==> src/rtl/dac_cmd_pkg.sv <==
package dac_cmd_pkg;

    localparam int DEF_DATA_W = 12;

    typedef enum logic [1:0] {
        CMD_STAGE      = 2'b00,
        CMD_STAGE_XFER = 2'b01,
        CMD_DIRECT     = 2'b10,
        CMD_SPECIAL    = 2'b11
    } cmd_e;

endpackage

==> src/rtl/dac_sync.sv <==
module dac_sync #(
    parameter int WIDTH  = 3,
    parameter int STAGES = 2
) (
    input  logic             clk,
    input  logic             rst,
    input  logic [WIDTH-1:0] async_i,
    output logic [WIDTH-1:0] sync_o
);
    logic [STAGES-1:0][WIDTH-1:0] pipe_d, pipe_q;

    always_comb begin
        pipe_d[0] = async_i;
        for (int i = 1; i < STAGES; i++) begin
            pipe_d[i] = pipe_q[i-1];
        end
    end

    always_ff @(posedge clk) begin
        if (rst) pipe_q <= '0;
        else     pipe_q <= pipe_d;
    end

    assign sync_o = pipe_q[STAGES-1];
endmodule

==> src/rtl/dac_frame_rx.sv <==
module dac_frame_rx #(
    parameter int FRAME_W = 16
) (
    input  logic               clk,
    input  logic               rst,
    input  logic               cs_s,
    input  logic               sclk_s,
    input  logic               din_s,
    output logic               frm_vld_o,
    output logic [FRAME_W-1:0] frm_o
);
    localparam int CNT_W   = $clog2(FRAME_W + 2);
    localparam int CNT_SAT = FRAME_W + 1;

    typedef struct packed {
        logic               sclk_prev;
        logic               cs_prev;
        logic [FRAME_W-1:0] shreg;
        logic [CNT_W-1:0]   cnt;
        logic               vld;
        logic [FRAME_W-1:0] frm;
    } rx_t;

    rx_t st_d, st_q;

    always_comb begin
        st_d           = st_q;
        st_d.sclk_prev = sclk_s;
        st_d.cs_prev   = cs_s;
        st_d.vld       = 1'b0;
        if (cs_s) begin
            // release edge: accept only exact-length frames
            if (!st_q.cs_prev && (st_q.cnt == CNT_W'(FRAME_W))) begin
                st_d.vld = 1'b1;
                st_d.frm = st_q.shreg;
            end
            st_d.cnt = '0;
        end else if (sclk_s && !st_q.sclk_prev) begin
            st_d.shreg = {st_q.shreg[FRAME_W-2:0], din_s};
            if (st_q.cnt != CNT_W'(CNT_SAT)) st_d.cnt = st_q.cnt + 1'b1;
        end
    end

    always_ff @(posedge clk) begin
        if (rst) begin
            st_q         <= '0;
            st_q.cs_prev <= 1'b1;
        end else begin
            st_q <= st_d;
        end
    end

    assign frm_vld_o = st_q.vld;
    assign frm_o     = st_q.frm;
endmodule

==> src/rtl/dac_reg_bank.sv <==
module dac_reg_bank
    import dac_cmd_pkg::*;
#(
    parameter int DATA_W  = 12,
    parameter int FRAME_W = DATA_W + 4
) (
    input  logic               clk,
    input  logic               rst,
    input  logic               frm_vld_i,
    input  logic [FRAME_W-1:0] frm_i,
    output logic [DATA_W-1:0]  dac_a_o,
    output logic [DATA_W-1:0]  dac_b_o,
    output logic               logic_out_o,
    output logic               dout_edge_o,
    output logic               shutdown_o
);
    localparam int NCH = 2;

    typedef struct packed {
        logic [NCH-1:0][DATA_W-1:0] stage;
        logic [NCH-1:0][DATA_W-1:0] dac;
        logic                       uout;
        logic                       edge_sel;
        logic                       sd;
    } bank_t;

    bank_t bk_d, bk_q;

    logic              addr;
    cmd_e              cmd;
    logic [DATA_W-1:0] data;

    assign addr = frm_i[FRAME_W-1];
    assign cmd  = cmd_e'(frm_i[FRAME_W-2 -: 2]);
    assign data = frm_i[DATA_W:1];

    always_comb begin
        bk_d = bk_q;
        if (frm_vld_i) begin
            unique case (cmd)
                CMD_STAGE: begin
                    bk_d.stage[addr] = data;
                end
                CMD_STAGE_XFER: begin
                    bk_d.stage[addr] = data;
                    for (int c = 0; c < NCH; c++) bk_d.dac[c] = bk_d.stage[c];
                end
                CMD_DIRECT: begin
                    bk_d.stage[addr] = data;
                    bk_d.dac[addr]   = data;
                end
                CMD_SPECIAL: begin
                    if (!addr) begin
                        bk_d.uout     = data[DATA_W-1];
                        bk_d.edge_sel = data[DATA_W-2];
                    end else begin
                        bk_d.sd = data[DATA_W-1];
                    end
                end
                default: ;
            endcase
        end
    end

    always_ff @(posedge clk) begin
        if (rst) bk_q <= '0;
        else     bk_q <= bk_d;
    end

    assign dac_a_o     = bk_q.dac[0];
    assign dac_b_o     = bk_q.dac[1];
    assign logic_out_o = bk_q.uout;
    assign dout_edge_o = bk_q.edge_sel;
    assign shutdown_o  = bk_q.sd;
endmodule

==> src/rtl/dac_cmd_if.sv <==
module dac_cmd_if
    import dac_cmd_pkg::*;
#(
    parameter int DATA_W      = DEF_DATA_W,
    parameter int SYNC_STAGES = 2
) (
    input  logic              clk,
    input  logic              rst,
    input  logic              cs_n,
    input  logic              sclk,
    input  logic              din,
    output logic [DATA_W-1:0] dac_a_o,
    output logic [DATA_W-1:0] dac_b_o,
    output logic              logic_out_o,
    output logic              dout_edge_o,
    output logic              shutdown_o
);
    localparam int FRAME_W = DATA_W + 4;

    logic [2:0]         pins_s;
    logic               frm_vld;
    logic [FRAME_W-1:0] frm;

    dac_sync #(.WIDTH(3), .STAGES(SYNC_STAGES)) u_sync (
        .clk     (clk),
        .rst     (rst),
        .async_i ({cs_n, sclk, din}),
        .sync_o  (pins_s)
    );

    dac_frame_rx #(.FRAME_W(FRAME_W)) u_rx (
        .clk       (clk),
        .rst       (rst),
        .cs_s      (pins_s[2]),
        .sclk_s    (pins_s[1]),
        .din_s     (pins_s[0]),
        .frm_vld_o (frm_vld),
        .frm_o     (frm)
    );

    dac_reg_bank #(.DATA_W(DATA_W), .FRAME_W(FRAME_W)) u_bank (
        .clk         (clk),
        .rst         (rst),
        .frm_vld_i   (frm_vld),
        .frm_i       (frm),
        .dac_a_o     (dac_a_o),
        .dac_b_o     (dac_b_o),
        .logic_out_o (logic_out_o),
        .dout_edge_o (dout_edge_o),
        .shutdown_o  (shutdown_o)
    );
endmodule

==> config.mk <==
export PLATFORM = sky130hd
export DESIGN_NAME = dac_cmd_if
export DESIGN_NICKNAME = d
export VERILOG_FILES = /design/src/rtl/dac_cmd_pkg.sv /design/src/rtl/dac_sync.sv /design/src/rtl/dac_frame_rx.sv /design/src/rtl/dac_reg_bank.sv /design/src/rtl/dac_cmd_if.sv
export SDC_FILE = /design/constraint.sdc
export NUM_CORES = 1
export LEC_CHECK = 0
export BUFFER_PORTS_ARGS = -buffer_cell sky130_fd_sc_hd__buf_2
export CORE_ASPECT_RATIO = 0.8
export CORE_UTILIZATION = 60
export CTS_CLUSTER_SIZE = 40
export DETAILED_ROUTE_END_ITERATION = 10
export GPL_TIMING_DRIVEN = 1
export PLACE_DENSITY_LB_ADDON = 0.25
export SETUP_SLACK_MARGIN = 0.15
export SYNTH_ARGS = -nofsm -noshare
export SYNTH_HDL_FRONTEND = slang
export SYNTH_SLANG_ARGS = --single-unit
==> constraint.sdc <==
create_clock -name clk -period 1.8 [get_ports clk]
set_input_delay 0.27 -clock clk [delete_from_list [all_inputs] [get_ports clk]]
set_output_delay 0.27 -clock clk [all_outputs]
set_load 0.05 [all_outputs]
## Yosys cells after proc, flatten, opt, wreduce, memory -nomap -nowiden

Index checks and enable logic that the tools add are counted.

- Bits in registers: 97
- Input port bits: 5
- Word-level logic and storage cells: 48

- Add/subtract/negate cells: 1
- $lt $le $gt $ge: 2
- Eq/ne operators: 5
- Mux-type cells: 6
- Bitwise operators: 2
- Reductions and logical operators: 17

Operators by type and width:

| kind | number |
|---|---|
| $bwmux 24 | 2 |
| $pmux 24 s2 | 1 |
| $mux 17 | 1 |
| $demux 12 s1 | 1 |
| $mux 12 | 1 |
| $reduce_and 2->1 | 5 |
| $reduce_and 3->1 | 2 |
| $add 5x1->5 const B | 1 |
| $eq 5x5->1 const B | 1 |
| $ne 5x5->1 const B | 1 |
| $eq 2x2->1 const B | 2 |
| $reduce_or 2->1 | 2 |
| $logic_and 1x1->1 | 3 |
| $reduce_or 3->1 | 1 |
| $eq 2x1->1 const B | 1 |
| $logic_not 1->1 | 2 |
| $logic_not 2->1 | 1 |
| $lt 1x2->1 const B | 1 |
| $not 1->1 | 2 |
| $reduce_bool 2->1 | 1 |
| $ge 1x1->1 const B | 1 |

## Longest topological paths before layout

- Depth after elaboration: 6
- Mapped depth: 7

## Modules after synthesis

Synthesis repeated with hierarchy kept, for this count alone.

- Cell total of the unflattened synthesis: 456
- Area, all modules: 4344.2 um2

By module, submodules not included:

| module | times used | cells each | area each (um2) | seq. area each (um2) |
|---|---|---|---|---|
| dac_reg_bank | 1 | 247 | 2413.6 | 1021.0 |
| dac_frame_rx | 1 | 197 | 1773.0 | 800.8 |
| dac_sync | 1 | 12 | 157.7 | 120.1 |

## Least setup slack after synthesis

Ideal clock, no wire load.

- Path kind: register -> register
- From: register u_rx.st_q (netlist bit u_rx.frm_o[13])
- To: register u_bank.bk_q (netlist bit u_bank.dac_b_o[10])
- Arrival: 1.276 ns
- Data required time: 1.658 ns
- Path slack: 0.383 ns
- Cell stages (with the launch flop): 8
- Cells stage by stage: dfxtp_1 inv_1 ha_1 nor2b_1 buf_2 and2_1 buf_6 a211oi_2

- Cells in the longest elaborated chain, start to end: 3

RTL lines:

| element | RTL line | RTL |
|---|---|---|
| from (decl) | dac_frame_rx.sv:24 | `rx_t st_d, st_q;` |
| from (signal assigned) | dac_frame_rx.sv:49 | `st_q <= st_d;` |
| $eq 2x1->1 or $eq 2x2->1 (tied branches) | dac_reg_bank.sv:40 | `unique case (cmd)` |
| $reduce_bool 2->1 (no source line) | -- |  |
| $reduce_and 2->1 (no source line) | -- |  |
| to (signal assigned) | dac_reg_bank.sv:67 | `else bk_q <= bk_d;` |
| to (decl) | dac_reg_bank.sv:27 | `bank_t bk_d, bk_q;` |

Several ways; a longest one is shown, not always the timed one.
A chain may end at the register's enable or synchronous reset.

## Final worst setup path

- From: register u_rx.st_q (netlist bit u_rx.frm_o[13])
- To: register u_bank.bk_q (netlist bit u_bank.dac_a_o[8])

The elaborated chain is that of the path after synthesis.

==> metrics.cfg <==
[floorplan]
initial_core_util_pct=62.7
die_h_microns=78.1
die_w_microns=97.1
rows=27
ios=32
die_area_sq_um=7590
core_sq_um=6930

[synth]
synth-main-ff-cell=dfxtp_1
synth_cell_type_count=38
synth_edf_count=0
yosys_warnings=0
syn_nets=472
synth-seq-cells=96
synth.largest_area_cell=dfxtp_1
synthArstFlopShare_pct=0
synth_top_area_share_pct=44.2
synth_cells=462
synthTopCellsByArea=dfxtp_1, mux2i_1, nand2b_1
syn_avg_cell_area_sq_um=9.40
synth_area_sq_um=4340
ys_seq_area_share_pct=44.2

[clock_network]
insertion_delay_ps=360
clkTransAtPathRegs_ps=90
post_cts_buffers=0
cts_resized=0
ctsHtreeMaxLevel=3
clock-sinks=96
cts_buffers=9
cts_hold_buf=0
cts_root_buf=clkbuf_8
cts_buffer_depth=2
cts_tree=built

[route]
routed_wl_microns=7940
drtIter0Drc=221
ant_nets=0
wl_per_cell_microns=14.4
vias_per_cell=5.59
drt_pre_antenna_iters=4
vias=3076
remaining_drc_errors=0

[worst_hold_path]
worst_hold_path_type=in2reg

[place]
place_congestion=0.821
pre_cts_slack_ps=313
hpwl_microns=5190
io_buffers=31
dpl_cell_area_sq_um=4380
dpl.cell_count=534

[critical_path]
crit_path_max_fanout=24
reg2reg_setup_slack_ps=300
worst_setup_path_start_kind=flip-flop
crit_required_ps=2040
r2r-end=u_bank.dac_a_o[8]$_SDFFE_PP0P_
reg2reg_from=u_rx.frm_o[13]$_SDFFE_PP0P_
startpoint=u_rx.frm_o[13]$_SDFFE_PP0P_
rr_worst_depth=7
cp-endpoint=u_bank.dac_a_o[8]$_SDFFE_PP0P_
end_kind=flip-flop
path_class=reg2reg
worstPathArrival_ps=1740

[cells_and_area]
final_core_util_pct=66.3
nNetsFinal=468
n_fill_cell=568
final_area_sq_um=4590
drive_gt1_share_pct=16.4
final_cell_count_no_fill=550
layout-area-overhead-vs-synth_pct=5.73
n_antenna_cell=0

[timing]
worst_slack_ps=300
finClkSkew_ps=10.7
hold_viol_final=0
maxSlewHeadroom_pct=63.3
whs_ps=119
rsz0062_at_grt=no
setup_tns_ps=0
setup_viol=0
fmax_ghz=0.667
drv_slew=0
finalCritPeriodShare_pct=83.4
tightest_slew_ps=550
fin_crit_ps=1500

[run_status]
outcome=completed

[global_routing]
grt_pass1_wl_microns=13800
antenna_found_initial=0
grt_max_degree=104
grt_pass1_vias=2876
overflow=0
grt_usage_pct=22.5

[run]
maxCapViolations=0

[power]
power_mw=3.69
power.leakage_nw=1.68
ir_drop_v=0.000505
powerDensity_nw_per_um2=804

-- cells in the mapped netlist, types with 3 or more instances --
cell type	count
buf_2	11
nor2b_1	10
nor3_1	12
buf_4	29
inv_1	4
a21oi_1	53
nand2b_1	44
clkbuf_1	12
ha_1	5
mux2i_1	42
dfxtp_1	96
nor2_1	29
nand3b_1	16
nand3_1	3
nand2_1	35
nor3b_1	11
buf_6	4
and4_1	12
a211oi_2	10
-- worst max-delay path, stage by stage, from the launching register on --
cell and delay (ps):
dfxtp_1 360, inv_1 50, ha_1 200, buf_4 170, nand2_1 80, buf_4 240, and4_1 220, nor3_1 50
-- cells by family after synthesis --
logic type / Yosys count / share of synthesized area, %
AND/OR/NAND/NOR: 182 / 24.5
flip-flops: 96 / 44.2
AO/OA/AOI/OAI: 74 / 10.8
buffers and inverters: 63 / 9.33
multiplexers: 42 / 9.68
adder cells (fa/ha/maj): 5 / 1.44
-- cells in the final DEF, fill, tap and decap left out, types with 3 or more instances in the layout --
cell type / count
dfxtp_1: 95
buf_2: 31
nand3b_1: 16
nand3_1: 3
a21oi_1: 53
and4_1: 12
ha_1: 5
clkbuf_8: 11
nor2_1: 29
nor3b_1: 11
nor2b_1: 9
mux2i_1: 42
inv_1: 4
buf_12: 4
a211oi_2: 10
buf_4: 9
nand2b_1: 44
nand2_1: 35
nor3_1: 12
-- sequential cells by signal, indices dropped and copies added, names as in the netlist --
name and flops:
u_rx.frm_o 15, u_rx.st_q 23, u_bank.logic_out_o 1, u_sync.sync_o 3
u_bank.dac_b_o 12, u_bank.shutdown_o 1, u_bank.dout_edge_o 1, u_bank.bk_q 24
u_rx.frm_vld_o 1, u_bank.dac_a_o 12, u_sync.pipe_d 3
-- power breakdown --
| group | switching, mW | leakage, nW | internal [mW] | total (mW) |
|---|---|---|---|---|
| clock network | 0.745 | 0.106 | 0.728 | 1.47 |
| logic | 0.0525 | 0.799 | 0.0296 | 0.0821 |
| registers | 0.00624 | 0.775 | 2.13 | 2.14 |
-- cell type report --
type	instances	area, sq um	share of cell area (%)
inverters	4	15.0	0.327
flip-flops and latches	96	1920	41.9
clock inverters	5	63.8	1.39
multi-input cells	303	2030	44.2
repair buffers	44	303	6.59
clock buffers	11	151	3.30
well taps	87	109	2.37
-- worst min-delay path by stage --
stage | startpoint | slack [ps] | end | cells past startpoint
6_report | sclk | 120 | u_sync.pipe_d[4]$_SDFF_PP0_ | 2
2_1_floorplan | din | 400 | u_sync.pipe_d[3]$_SDFF_PP0_ | 1
3_3_place_gp | u_sync.pipe_d[5]$_SDFF_PP0_ | 420 | u_sync.sync_o[2]$_SDFF_PP0_ | 1
5_1_grt | sclk | 120 | u_sync.pipe_d[4]$_SDFF_PP0_ | 2
3_5_place_dp | u_sync.pipe_d[5]$_SDFF_PP0_ | 420 | u_sync.sync_o[2]$_SDFF_PP0_ | 1
4_1_cts | cs_n | 110 | u_sync.pipe_d[5]$_SDFF_PP0_ | 2
-- per-layer routing --
| metal | GRT usage, % | vias to the layer above | wire, microns |
|---|---|---|---|
| met5 | 0 | - | 0 |
| met4 | 8.51 | 0 | 140 |
| met3 | 6.06 | 13 | 348 |
| met2 | 34.4 | 46 | 3600 |
| met1 | 30.5 | 1468 | 3840 |
| li1 | - | 1549 | - |
(Power assumes the default switching activity.)
